**src/rtl/sdram_seq_pkg.sv**
```systemverilog
package sdram_seq_pkg;

  // {cs_n, ras_n, cas_n, we_n}
  typedef enum logic [3:0] {
    CMD_LMR = 4'b0000,
    CMD_REF = 4'b0001,
    CMD_PRE = 4'b0010,
    CMD_ACT = 4'b0011,
    CMD_WR  = 4'b0100,
    CMD_RD  = 4'b0101,
    CMD_NOP = 4'b0111
  } sd_cmd_e;

  // cycles of the power-up quiet period
  function automatic int unsigned power_up_cycles(input int unsigned mhz, input int unsigned usec);
    return mhz * usec;
  endfunction

  // preload value so a command lands exactly gap cycles after the previous one
  function automatic int unsigned gap_preload(input int unsigned gap);
    return (gap == 0) ? 0 : gap - 1;
  endfunction

endpackage

```
**src/rtl/sdram_gap_timer.sv**
```systemverilog
module sdram_gap_timer #(
  parameter int CNT_W   = 16,
  parameter int RST_VAL = 0
) (
  input  logic             clk,
  input  logic             rst,
  input  logic             load,
  input  logic [CNT_W-1:0] load_val,
  output logic             zero
);
  logic [CNT_W-1:0] cnt_q;

  always_ff @(posedge clk) begin
    if (rst)             cnt_q <= CNT_W'(RST_VAL);
    else if (load)       cnt_q <= load_val;
    else if (cnt_q != 0) cnt_q <= cnt_q - 1'b1;
  end

  assign zero = (cnt_q == '0);
endmodule

```
**src/rtl/sdram_seq_ctrl.sv**
```systemverilog
module sdram_seq_ctrl
  import sdram_seq_pkg::*;
#(
  parameter int BA_W      = 2,
  parameter int ROW_W     = 13,
  parameter int COL_W     = 9,
  parameter int CNT_W     = 16,
  parameter int AP_BIT    = 10,
  parameter int T_RP      = 3,
  parameter int T_RFC     = 8,
  parameter int T_MRD     = 2,
  parameter int T_RCD     = 3,
  parameter int T_BURST   = 4,
  parameter int N_REF     = 8,
  parameter logic [ROW_W-1:0] MODE_WORD = 13'h032,
  localparam int ADDR_W   = BA_W + ROW_W + COL_W,
  localparam int REF_W    = $clog2(N_REF + 1)
) (
  input  logic              clk,
  input  logic              rst,
  input  logic              timer_zero,
  input  logic              req_valid,
  input  logic              req_we,
  input  logic [ADDR_W-1:0] req_addr,
  output logic              req_ready,
  output logic              accept,
  output logic              timer_load,
  output logic [CNT_W-1:0]  timer_val,
  output sd_cmd_e           cmd_d,
  output logic [BA_W-1:0]   ba_d,
  output logic [ROW_W-1:0]  a_d,
  output logic              init_set
);
  typedef enum logic [2:0] {ST_PWR, ST_REF, ST_MRS, ST_IDLE, ST_COL, ST_CLOSE} st_e;

  function automatic logic [BA_W-1:0] bank_of(input logic [ADDR_W-1:0] ad);
    return ad[ADDR_W-1 -: BA_W];
  endfunction
  function automatic logic [ROW_W-1:0] row_of(input logic [ADDR_W-1:0] ad);
    return ad[COL_W +: ROW_W];
  endfunction
  function automatic logic [COL_W-1:0] col_of(input logic [ADDR_W-1:0] ad);
    return ad[COL_W-1:0];
  endfunction

  st_e               st_q, st_n;
  logic [REF_W-1:0]  ref_q, ref_n;
  logic [BA_W-1:0]   bank_q;
  logic [COL_W-1:0]  col_q;
  logic              we_q;
  logic              latch;

  assign req_ready = (st_q == ST_IDLE) && timer_zero;
  assign accept    = req_ready && req_valid;

  always_comb begin
    st_n       = st_q;
    ref_n      = ref_q;
    cmd_d      = CMD_NOP;
    ba_d       = '0;
    a_d        = '0;
    timer_load = 1'b0;
    timer_val  = '0;
    init_set   = 1'b0;
    latch      = 1'b0;
    unique case (st_q)
      ST_PWR: if (timer_zero) begin
        cmd_d          = CMD_PRE;
        a_d[AP_BIT]    = 1'b1;
        timer_load     = 1'b1;
        timer_val      = CNT_W'(gap_preload(T_RP));
        ref_n          = '0;
        st_n           = ST_REF;
      end
      ST_REF: if (timer_zero) begin
        cmd_d      = CMD_REF;
        timer_load = 1'b1;
        timer_val  = CNT_W'(gap_preload(T_RFC));
        if (ref_q == REF_W'(N_REF - 1)) st_n = ST_MRS;
        else                            ref_n = ref_q + 1'b1;
      end
      ST_MRS: if (timer_zero) begin
        cmd_d      = CMD_LMR;
        a_d        = MODE_WORD;
        timer_load = 1'b1;
        timer_val  = CNT_W'(gap_preload(T_MRD));
        init_set   = 1'b1;
        st_n       = ST_IDLE;
      end
      ST_IDLE: if (accept) begin
        cmd_d      = CMD_ACT;
        ba_d       = bank_of(req_addr);
        a_d        = row_of(req_addr);
        timer_load = 1'b1;
        timer_val  = CNT_W'(gap_preload(T_RCD));
        latch      = 1'b1;
        st_n       = ST_COL;
      end
      ST_COL: if (timer_zero) begin
        cmd_d             = we_q ? CMD_WR : CMD_RD;
        ba_d              = bank_q;
        a_d[COL_W-1:0]    = col_q;
        timer_load        = 1'b1;
        timer_val         = CNT_W'(gap_preload(T_BURST));
        st_n              = ST_CLOSE;
      end
      ST_CLOSE: if (timer_zero) begin
        cmd_d      = CMD_PRE;
        ba_d       = bank_q;
        timer_load = 1'b1;
        timer_val  = CNT_W'(gap_preload(T_RP));
        st_n       = ST_IDLE;
      end
      default: st_n = ST_PWR;
    endcase
  end

  always_ff @(posedge clk) begin
    if (rst) begin
      st_q   <= ST_PWR;
      ref_q  <= '0;
      bank_q <= '0;
      col_q  <= '0;
      we_q   <= 1'b0;
    end else begin
      st_q  <= st_n;
      ref_q <= ref_n;
      if (latch) begin
        bank_q <= bank_of(req_addr);
        col_q  <= col_of(req_addr);
        we_q   <= req_we;
      end
    end
  end
endmodule

```
**src/rtl/sdram_cmd_reg.sv**
```systemverilog
module sdram_cmd_reg
  import sdram_seq_pkg::*;
#(
  parameter int BA_W  = 2,
  parameter int ROW_W = 13,
  parameter int DQM_W = 2
) (
  input  logic             clk,
  input  logic             rst,
  input  sd_cmd_e          cmd_d,
  input  logic [BA_W-1:0]  ba_d,
  input  logic [ROW_W-1:0] a_d,
  input  logic             init_set,
  output logic [3:0]       cmd_q,
  output logic [BA_W-1:0]  ba_q,
  output logic [ROW_W-1:0] a_q,
  output logic [DQM_W-1:0] dqm_q,
  output logic             init_q
);
  always_ff @(posedge clk) begin
    if (rst) begin
      cmd_q  <= CMD_NOP;
      ba_q   <= '0;
      a_q    <= '0;
      dqm_q  <= '1;
      init_q <= 1'b0;
    end else begin
      cmd_q  <= cmd_d;
      ba_q   <= ba_d;
      a_q    <= a_d;
      init_q <= init_q | init_set;
      dqm_q  <= (init_q | init_set) ? '0 : '1;
    end
  end
endmodule

```
**src/rtl/sdram_seq.sv**
```systemverilog
module sdram_seq
  import sdram_seq_pkg::*;
#(
  parameter int CLK_MHZ  = 200,
  parameter int INIT_US  = 200,
  parameter int BA_W     = 2,
  parameter int ROW_W    = 13,
  parameter int COL_W    = 9,
  parameter int DQM_W    = 2,
  parameter int T_RP     = 3,
  parameter int T_RFC    = 8,
  parameter int T_MRD    = 2,
  parameter int T_RCD    = 3,
  parameter int T_BURST  = 4,
  parameter int N_REF    = 8,
  parameter logic [ROW_W-1:0] MODE_WORD = 13'h032,
  localparam int ADDR_W   = BA_W + ROW_W + COL_W,
  localparam int INIT_CYC = power_up_cycles(CLK_MHZ, INIT_US),
  localparam int CNT_W    = $clog2(INIT_CYC + T_RP + T_RFC + T_MRD + T_RCD + T_BURST + 1),
  localparam int AP_BIT   = 10
) (
  input  logic              clk,
  input  logic              rst,
  input  logic              req_valid,
  output logic              req_ready,
  input  logic              req_we,
  input  logic [ADDR_W-1:0] req_addr,
  output logic              init_done,
  output logic              sd_cke,
  output logic              sd_cs_n,
  output logic              sd_ras_n,
  output logic              sd_cas_n,
  output logic              sd_we_n,
  output logic [BA_W-1:0]   sd_ba,
  output logic [ROW_W-1:0]  sd_a,
  output logic [DQM_W-1:0]  sd_dqm
);
  logic             timer_zero, timer_load, init_set, accept;
  logic [CNT_W-1:0] timer_val;
  sd_cmd_e          cmd_d;
  logic [BA_W-1:0]  ba_d;
  logic [ROW_W-1:0] a_d;
  logic [3:0]       cmd_pins;

  sdram_gap_timer #(.CNT_W(CNT_W), .RST_VAL(INIT_CYC - 1)) u_timer (
    .clk(clk), .rst(rst), .load(timer_load), .load_val(timer_val), .zero(timer_zero)
  );

  sdram_seq_ctrl #(
    .BA_W(BA_W), .ROW_W(ROW_W), .COL_W(COL_W), .CNT_W(CNT_W), .AP_BIT(AP_BIT),
    .T_RP(T_RP), .T_RFC(T_RFC), .T_MRD(T_MRD), .T_RCD(T_RCD), .T_BURST(T_BURST),
    .N_REF(N_REF), .MODE_WORD(MODE_WORD)
  ) u_ctrl (
    .clk(clk), .rst(rst), .timer_zero(timer_zero), .req_valid(req_valid),
    .req_we(req_we), .req_addr(req_addr), .req_ready(req_ready), .accept(accept),
    .timer_load(timer_load), .timer_val(timer_val), .cmd_d(cmd_d), .ba_d(ba_d),
    .a_d(a_d), .init_set(init_set)
  );

  sdram_cmd_reg #(.BA_W(BA_W), .ROW_W(ROW_W), .DQM_W(DQM_W)) u_out (
    .clk(clk), .rst(rst), .cmd_d(cmd_d), .ba_d(ba_d), .a_d(a_d), .init_set(init_set),
    .cmd_q(cmd_pins), .ba_q(sd_ba), .a_q(sd_a), .dqm_q(sd_dqm), .init_q(init_done)
  );

  assign sd_cke = 1'b1;
  assign {sd_cs_n, sd_ras_n, sd_cas_n, sd_we_n} = cmd_pins;
endmodule

```
**config.mk**
```make
export PLATFORM = sky130hd
export DESIGN_NAME = sdram_seq
export DESIGN_NICKNAME = d
export VERILOG_FILES = /design/src/rtl/sdram_seq_pkg.sv /design/src/rtl/sdram_gap_timer.sv /design/src/rtl/sdram_seq_ctrl.sv /design/src/rtl/sdram_cmd_reg.sv /design/src/rtl/sdram_seq.sv
export SDC_FILE = /design/constraint.sdc
export NUM_CORES = 1
export LEC_CHECK = 0
export CORE_UTILIZATION = 55
export CTS_CLUSTER_SIZE = 8
export DETAILED_ROUTE_END_ITERATION = 8
export PLACE_DENSITY = 0.91
export SKIP_LAST_GASP = 1
export SYNTH_ARGS = -nofsm -noshare
export SYNTH_HDL_FRONTEND = slang
export SYNTH_SLANG_ARGS = --single-unit
```
**constraint.sdc**
```tcl
create_clock -name clk -period 8.3 [get_ports clk]
set_clock_uncertainty 0.2 [all_clocks]
set_input_delay 1.245 -clock clk [delete_from_list [all_inputs] [get_ports clk]]
set_output_delay 1.245 -clock clk [all_outputs]
set_load 0.02 [all_outputs]
```
==> impl_metrics.yaml <==
clocking:
  cts_hold_buffers: 0
  clock_sinks: 55
  cts_setup_buffers: 0
  cts-htree-levels: 2
  cts-root-buf: "clkbuf_8"
  clock_latency_ps: 320
  cts_buffers: 5
  cts.path.max_buffers: 2
  cts_tree: "yes"
  clk_pin_slew_ps: 100
  postCtsResizedCells: 0
setup_path:
  crit_start: "u_timer.cnt_q[10]"
  crit_type: "flip-flop to primary output"
  cp.arrival_ps: 2810
  worst-path-max-fanout: 19
  ff2ff_path_depth: 4
  start_kind: "flip-flop"
  crit_path_end_kind: "primary output"
  reg2reg_to: "u_out.a_q[6]"
  cp-endpoint: "req_ready"
  rrSetupSlack_ps: 5410
  crit_required_ps: 6860
  worstReg2RegStart: "u_timer.cnt_q[10]"
sta:
  final_hold_viol_count: 0
  finalCritPeriodShare_pct: 51.3
  maxSlewViolCount: 0
  worst_pin_slew_ps: 859
  relSlewSlack_pct: 42.2
  fmax_ghz: 0.235
  setup_tns_ps: 0
  finalSetupViolations: 0
  layout_min_cycle_time_ps: 4260
  grt_setup_unrepaired: "false"
power:
  internal_power_mw: 0.340
  p_leak_nw: 1.03
  p_per_area_nw_per_um2: 143
  swShare_pct: 22.5
  clkPwrFrac_pct: 34.0
  ir_drop_v: 0.0000897
  seq_power_share_pct: 60.7
  p_comb_share_pct: 5.2
  p_switching_mw: 0.0985
layout:
  final_area_um2: 3070
  antennaDiodeCount: 0
  final_nets: 362
  layout-drive-gt1-share_pct: 6.93
  synthToLayoutAreaGrowth_pct: 22.2
floorplan:
  die_area_um2: 4840
  die_h_um: 69.5
  die_width_um: 69.5
  core_region_area_um2: 4350
  num_io_pins: 52
  row_count: 24
  initial_utilization_pct: 57.6
yosys:
  synth_top_family_by_area: "simple AND/OR/NAND/NOR gates"
  synth_warnings: 0
  synth_xor_area_share_pct: 0.698
  synth_mux_area_share_pct: 2.09
  netlist.top_cell.by_area: "dfxtp_1"
  ys_types: 46
  yosysSeqAreaShare_pct: 43.9
  synth_area_per_cell_um2: 8.48
  synthAdderAreaFrac_pct: 1.50
  synth_async_sr_flop_share_pct: 0
  synthTopCellsByArea: "dfxtp_1 44%, a21oi_1 6.4%, nand3_1 5.0%"
  synth-simple-area-share_pct: 27.6
  yosysTopAreaCellShare_pct: 43.9
  synth_area_um2: 2510
  synth_most_common_cell: "dfxtp_1"
  synth-edff-count: 0
  yosys-top-cells-count: "55 x dfxtp_1, 32 x a21oi_1, 25 x nand3_1, 25 x o21ai_0, 18 x nor2_1"
  syn-num-nets: 327
  synth_flop_cell: "dfxtp_1"
  ys_seq_elements: 55
  syn_inst: 296
  synth_compound_area_share_pct: 18.8
global_routing:
  grt-ovfl-total: 0
  grt_pass1_vias: 2026
  grt_pass1_wl_um: 9310
  antenna_found_initial: 0
  grt_max_degree: 48
  grt.total_usage_pct: 23.8
drt:
  vias_per_cell: 5.88
  drc: 0
  wirelength_um: 5480
  drtIter0Drc: 137
  wire_per_inst_um: 14.3
  ant_nets: 0
  dr_total_vias: 2257
  first_pass_iters: 4
run:
  drv_cap: 0
placed_design:
  io_buffers: 49
  gp_congestion: 0.819
  placed_cell_area_um2: 2980
  hpwlAfterDp_um: 3810
hold_path:
  hp-class: "flip-flop to flip-flop"
run_status:
  status: "completed"
-- critical path, stage by stage (launching register included) --
cell	delay, ps
dfxtp_1	370
or4_1	690
nor4_2	370
buf_4	290
and3_1	180
clkdlybuf4s50_1	600
-- state kept, by name (all words and copies together), names as in the netlist --
register and flops:
u_ctrl.col_q 9, u_timer.cnt_q 16, u_out.dqm_q 1, u_out.init_q 1, u_out.cmd_q 3, u_out.a_q 13, u_ctrl.we_q 1, u_ctrl.st_q 3
u_out.ba_q 2, u_ctrl.bank_q 2, u_ctrl.ref_q 4
-- layout make-up --
cell class | instances | area [µm²]
clock buffers | 6 | 72.6
clock inverters | 2 | 17.5
fillers | 341 | 1290
inverters | 5 | 18.8
multi-input cells | 212 | 1280
flip-flops and latches | 55 | 1100
well taps | 52 | 65.1
repair buffers | 52 | 513
-- kinds of logic after synthesis --
logic type,Yosys count
simple gates,121
compound gates,79
flops,55
buf+inv,29
mux,5
fa+ha+maj,3
other cells,2
xor+xnor,2
-- per-stage QoR --
| step | setup slack [ps] | total power, mW | instances | util (%) | hold WS, ps |
|---|---|---|---|---|---|
| 2_1_floorplan | 4640 | 0.281 | 296 | - | 236 |
| 3_3_place_gp | 4490 | 0.295 | 376 | 68.3 | 246 |
| 3_5_place_dp | 4430 | 0.295 | 376 | 68.3 | 252 |
| 4_1_cts | 4090 | 0.441 | 384 | 70.4 | 269 |
| 5_1_grt | 3940 | 0.454 | 384 | 70.4 | 295 |
| 6_report | 4040 | 0.438 | 384 | 70.4 | 268 |
-- layer usage --
layer	global-route usage (%)	share of wire (%)	vias up
li1	-	-	1140
met1	32.4	47	1057
met2	37.4	48	53
met3	4.80	4.1	7
met4	8.84	1.5	0
met5	0	0	-
-- cell usage in the layout, fill, tap and decap left out, types with 3 or more instances in the layout --
cell             count
dfxtp_1             55
clkdlybuf4s50_1     49
a21oi_1             32
nand3_1             25
o21ai_0             25
nor2_1              18
nand2_1             12
or3_1               11
nor3_1               9
or4_1                8
nand2b_1             7
a22o_1               6
inv_1                5
nor2b_1              5
and3_1               5
nor4_1               5
clkbuf_8             5
and2_1               4
mux2i_1              3
a211o_1              3
or3b_2               3
ha_1                 3
buf_4                3
-- worst min path at each step --
stage / slack (ps) / to / depth (start not counted) / start
finish: 270 / u_out.ba_q[1] / 2 / u_ctrl.bank_q[1]
global route: 290 / u_out.ba_q[0] / 2 / u_ctrl.bank_q[0]
CTS: 270 / u_out.ba_q[1] / 2 / u_ctrl.bank_q[1]
detailed placement: 250 / u_out.a_q[8] / 1 / u_ctrl.col_q[8]
global placement: 250 / u_out.a_q[8] / 1 / u_ctrl.col_q[8]
floorplan: 240 / u_out.a_q[0] / 1 / u_ctrl.col_q[0]
-- power by group through the flow --
stage	clock (mW)	combinational (mW)	sequential, mW
6_report	0.149	0.0229	0.266
5_1_grt	0.162	0.0250	0.267
4_1_cts	0.152	0.0228	0.266
3_5_place_dp	0	0.0226	0.272
3_3_place_gp	0	0.0226	0.272
2_1_floorplan	0	0.00885	0.272
No activity file was read; power rests on OpenSTA's default activity.
